$ cat src/rtl/lpe_pkg.sv
package lpe_pkg;

    typedef enum logic [2:0] {
        STEP_IDLE     = 3'd0,
        STEP_CPU_HALT = 3'd1,
        STEP_ALT_ON   = 3'd2,
        STEP_PLL_WAIT = 3'd3,
        STEP_ALT_OFF  = 3'd4,
        STEP_AUX_REQ  = 3'd5,
        STEP_MAC_ON   = 3'd6,
        STEP_FINAL    = 3'd7
    } lpe_step_e;

    localparam logic [1:0] PSTATE_D0 = 2'b00;
    localparam logic [1:0] PSTATE_D3 = 2'b11;

    typedef struct packed {
        logic       rxcpu_clk_off;
        logic       alt_clk_sel;
        logic       pll_lowpwr;
        logic       aux_pwr_req;
        logic       rxmac_en;
        logic       rxmac_promisc;
        logic       pme_en;
        logic [1:0] pwr_state;
        logic       seq_done;
    } lpe_ctrl_t;

    // Reference cycles covering a wait of usec microseconds, rounded up.
    function automatic int unsigned settle_cycles(int unsigned usec, int unsigned clk_khz);
        int unsigned prod;
        prod = usec * clk_khz;
        return (prod + 999) / 1000;
    endfunction

endpackage

$ cat src/rtl/lpe_settle_timer.sv
module lpe_settle_timer #(
    parameter int unsigned WAIT_CYC = 68,
    localparam int unsigned CNT_W   = $clog2(WAIT_CYC + 1)
) (
    input  logic clk,
    input  logic rst,
    input  logic load,
    input  logic dec,
    output logic expired
);
    logic [CNT_W-1:0] remain;

    always_ff @(posedge clk) begin
        if (rst) begin
            remain <= '0;
        end else if (load) begin
            remain <= CNT_W'(WAIT_CYC - 1);
        end else if (dec && (remain != '0)) begin
            remain <= remain - 1'b1;
        end
    end

    assign expired = (remain == '0);
endmodule

$ cat src/rtl/lpe_step_fsm.sv
module lpe_step_fsm
    import lpe_pkg::*;
(
    input  logic      clk,
    input  logic      rst,
    input  logic      start,
    input  logic      tmr_expired,
    output logic      tmr_load,
    output logic      tmr_dec,
    output lpe_step_e step
);
    lpe_step_e step_nx;

    always_comb begin
        step_nx  = step;
        tmr_load = 1'b0;
        tmr_dec  = 1'b0;
        unique case (step)
            STEP_IDLE:     if (start) step_nx = STEP_CPU_HALT;
            STEP_CPU_HALT: step_nx = STEP_ALT_ON;
            STEP_ALT_ON: begin
                step_nx  = STEP_PLL_WAIT;
                tmr_load = 1'b1;
            end
            STEP_PLL_WAIT: begin
                tmr_dec = 1'b1;
                if (tmr_expired) step_nx = STEP_ALT_OFF;
            end
            STEP_ALT_OFF:  step_nx = STEP_AUX_REQ;
            STEP_AUX_REQ:  step_nx = STEP_MAC_ON;
            STEP_MAC_ON:   step_nx = STEP_FINAL;
            STEP_FINAL:    step_nx = STEP_FINAL;
            default:       step_nx = STEP_IDLE;
        endcase
    end

    always_ff @(posedge clk) begin
        if (rst) step <= STEP_IDLE;
        else     step <= step_nx;
    end
endmodule

$ cat src/rtl/lpe_out_decode.sv
module lpe_out_decode
    import lpe_pkg::*;
(
    input  lpe_step_e step,
    output lpe_ctrl_t ctrl
);
    always_comb begin
        ctrl               = '0;
        ctrl.rxcpu_clk_off = (step != STEP_IDLE);
        ctrl.alt_clk_sel   = (step == STEP_ALT_ON) || (step == STEP_PLL_WAIT);
        ctrl.pll_lowpwr    = (step >= STEP_PLL_WAIT);
        ctrl.aux_pwr_req   = (step >= STEP_AUX_REQ);
        ctrl.rxmac_en      = (step >= STEP_MAC_ON);
        ctrl.rxmac_promisc = (step >= STEP_MAC_ON);
        ctrl.pme_en        = (step == STEP_FINAL);
        ctrl.pwr_state     = (step == STEP_FINAL) ? PSTATE_D3 : PSTATE_D0;
        ctrl.seq_done      = (step == STEP_FINAL);
    end
endmodule

$ cat src/rtl/lp_entry_seq.sv
module lp_entry_seq
    import lpe_pkg::*;
#(
    parameter int unsigned CLK_KHZ   = 2500,
    parameter int unsigned SETTLE_US = 27,
    localparam int unsigned WAIT_CYC = settle_cycles(SETTLE_US, CLK_KHZ)
) (
    input  logic       clk,
    input  logic       rst,
    input  logic       start,
    output logic       rxcpu_clk_off,
    output logic       alt_clk_sel,
    output logic       pll_lowpwr,
    output logic       aux_pwr_req,
    output logic       rxmac_en,
    output logic       rxmac_promisc,
    output logic       pme_en,
    output logic [1:0] pwr_state,
    output logic       seq_done
);
    lpe_step_e step;
    lpe_ctrl_t ctrl;
    logic      tmr_load;
    logic      tmr_dec;
    logic      tmr_expired;

    lpe_step_fsm u_fsm (
        .clk         (clk),
        .rst         (rst),
        .start       (start),
        .tmr_expired (tmr_expired),
        .tmr_load    (tmr_load),
        .tmr_dec     (tmr_dec),
        .step        (step)
    );

    lpe_settle_timer #(.WAIT_CYC(WAIT_CYC)) u_timer (
        .clk     (clk),
        .rst     (rst),
        .load    (tmr_load),
        .dec     (tmr_dec),
        .expired (tmr_expired)
    );

    lpe_out_decode u_dec (
        .step (step),
        .ctrl (ctrl)
    );

    assign rxcpu_clk_off = ctrl.rxcpu_clk_off;
    assign alt_clk_sel   = ctrl.alt_clk_sel;
    assign pll_lowpwr    = ctrl.pll_lowpwr;
    assign aux_pwr_req   = ctrl.aux_pwr_req;
    assign rxmac_en      = ctrl.rxmac_en;
    assign rxmac_promisc = ctrl.rxmac_promisc;
    assign pme_en        = ctrl.pme_en;
    assign pwr_state     = ctrl.pwr_state;
    assign seq_done      = ctrl.seq_done;
endmodule

$ cat config.mk
export PLATFORM = sky130hd
export DESIGN_NAME = lp_entry_seq
export DESIGN_NICKNAME = d
export VERILOG_FILES = /design/src/rtl/lpe_pkg.sv /design/src/rtl/lpe_settle_timer.sv /design/src/rtl/lpe_step_fsm.sv /design/src/rtl/lpe_out_decode.sv /design/src/rtl/lp_entry_seq.sv
export SDC_FILE = /design/constraint.sdc
export NUM_CORES = 1
export LEC_CHECK = 0
export BUFFER_PORTS_ARGS = -buffer_cell sky130_fd_sc_hd__buf_2
export CAP_MARGIN = 0
export CORE_UTILIZATION = 48
export CTS_BUF_LIST = sky130_fd_sc_hd__clkbuf_8
export DETAILED_ROUTE_END_ITERATION = 16
export PLACE_DENSITY = 0.74
export SLEW_MARGIN = 40
export SYNTH_ARGS = -nofsm -noshare
export SYNTH_HDL_FRONTEND = slang
export SYNTH_SLANG_ARGS = --single-unit
$ cat constraint.sdc
create_clock -name clk -period 1.8 [get_ports clk]
set_input_delay 0.18 -clock clk [delete_from_list [all_inputs] [get_ports clk]]
set_output_delay 0.18 -clock clk [all_outputs]
set_load 0.05 [all_outputs]
==> metrics <==
outcome finished clean; maximum vdd drop 0.5185 mV; Distinct cells, synth 30; FF/Latch Area 200.2 µm²; total iterations of the first detailed-routing run 4; Routed WL per cell 14.28 µm; Slew Limit Fails 0; # Post-CTS Setup Buffers 0; critical path arrival 1.86 ns; num ports 13; Layout Nets 91; Final Hold Vio Count 0; H-Tree Depth 1; Die ar. 0.001608 mm²; sequential fraction of the synthesis area 0.2873; area occupied by multi-input gates 427.9 µm²; die height 40.11 µm; first-pass GRT wire length 2.159 mm; RSZ-0062 raised after global routing false; Post-synth EDFFs 0; root buf cell clkbuf_8; Yosys reg bits 10; Starting Density 0.5225; Max-slew headroom 0.6610; post-DR vias/cell 5.860; PwrDens 1022 mW/mm²; clock sink total 10; Worst-Skew Late Latency 0.24 ns; Leak Pwr 0.3240 nW; Simple-Gate Fraction of Synth Area 0.3465; largest family of logic cells by synthesized area simple AND/OR/NAND/NOR gates; Hold Buf Count CTS 0; CP startpoint kind flip-flop; row cnt 13; synthesis-to-finish area growth 13.64%; Routed WL 1.428 mm; commonest non-fill, non-tap cells in the layout buf_2 (12), dfxtp_1 (10), a311oi_1 (5); final worst path period need 1.690 ns; fillers 123; Yosys warnings 0; 1st-iter DRT viols 14; adder-cell share of the synthesized area 0.03591; Synth Cell Area 696.9 µm²; most common cell after layout, fill and taps aside buf_2; mux share of post-synthesis cell area 0.05745; Hold Path Class input pin to flip-flop; period utilization 0.9390; Layout Cells excl Fill 100; overall power 0.8093 mW; total congestion overflow 0; DP Worst Slack 0.1233 ns; main flop type after synthesis dfxtp_1; CTS tree done; clock slew at reported path FFs 0.05 ns; Setup crit end kind flip-flop; GRT Util Overall 0.2141; antenna violations before repair 0; Final HPWL DP 1.032 mm; Finish-stage setup viols 0; Mean Syn Cell Area 9.170 µm²; syn nets 81; Max clock buf depth 2; Num CTS Buffers 3; Clock Skews 0.002543 ns; Final GP Congestion 0.8198; Post-Syn Instances 76; PortBufs 12; complex-gate fraction of the synthesized area 0.1706; Setup CP Type flip-flop to flip-flop; Crit path required time 1.97 ns; DP Cell Count 96; CP Max Fanout 8; ANT nets after route 0; layout cell share with drive strength beyond 1 0.3059; Worst Max-Slew Pin Slew 0.5047 ns; largest net degree at the start of global routing 15; post-CTS sizing 0; DRC violations left 0; setup TNS 0 ns; vias post-DR 586; ANT cells 0; core area 0.001334 mm²; die outline width 40.11 µm; max frequency 0.5916 GHz; Post-Synth XOR/XNOR Area 0; maxcap violations 0; worst setup margin 0.1098 ns; Post-synth ARST share 0; vias in the first global route 479
## worst max-delay path: stages (launching register included)
cell	delay (ns)
dfxtp_1	0.39
inv_1	0.10
ha_1	0.22
nor2b_1	0.21
a2111oi_1	0.48
mux2i_1	0.22
## layout make-up
| class | count | area share |
|---|---|---|
| clock buffers | 4 | 0.06951 |
| inverters | 4 | 0.01896 |
| multi-input cells | 53 | 0.5403 |
| well taps | 15 | 0.02370 |
| flip-flops and latches | 10 | 0.2528 |
| repair buffers | 14 | 0.09479 |
## final timing paths
kind / startpoint / end / slack, ns / cells past startpoint
setup / recovery: u_timer.remain[0] / u_timer.remain[4] / 0.11 / 5
hold reg to reg: u_timer.remain[5] / u_timer.remain[5] / 0.54 / 2
setup reg to reg: u_timer.remain[0] / u_timer.remain[4] / 0.11 / 5
hold / removal: rst / u_fsm.step[2] / 0.27 / 2
## cell families (layout without fill, tap and decap cells)
kind of cell	Yosys count	after routing
compound gates	15	15
fa+ha+maj	2	2
buf+inv	13	22
flops	10	10
mux	4	4
simple gates	32	32
## metal layers
layer / track usage / up-vias / share of wire
li1: - / 302 / -
met1: 0.2669 / 270 / 0.50
met2: 0.3065 / 10 / 0.44
met3: 0.1000 / 4 / 0.038
met4: 0.1034 / 0 / 0.015
met5: 0 / - / 0
## registers in the layout, summed over array words and instances, names as in the netlist
signal / flops
u_timer.remain: 7
u_fsm.step: 3
## Yosys cell counts (all sizes together), types with 2 or more instances
| cell type | instances | area [µm²] |
|---|---|---|
| nand4b | 3 | 26.28 |
| o21bai | 3 | 22.52 |
| nor2b | 2 | 12.51 |
| ha | 2 | 25.02 |
| and2 | 2 | 13.77 |
| clkbuf | 3 | 11.26 |
| a2111oi | 2 | 25.02 |
| buf | 6 | 45.04 |
| a311oi | 5 | 43.79 |
| mux2i | 4 | 40.04 |
| nand3b | 4 | 30.03 |
| or3b | 5 | 43.80 |
| nand2 | 3 | 11.26 |
| dfxtp | 10 | 200.2 |
| nor4 | 2 | 33.78 |
| nor2 | 4 | 15.01 |
| a21oi | 4 | 20.02 |
| inv | 4 | 15.01 |
## report_power, final
| part | total (mW) | switching (mW) | internal, mW |
|---|---|---|---|
| Sequential | 0.273 | 0.0304 | 0.243 |
| Combinational | 0.250 | 0.163 | 0.0876 |
| Clock | 0.286 | 0.0931 | 0.193 |
## through the flow
step	util	hold WS, ns	area [µm²]
6_report	0.5938	0.2730	792.0
5_1_grt	0.5938	0.2913	792.0
4_1_cts	0.5938	0.2674	792.0
3_5_place_dp	0.5525	0.5233	737.0
3_3_place_gp	0.5525	0.5119	737.0
2_1_floorplan	-	0.3633	699.4
Note: power is estimated with default switching activity, not from simulation.
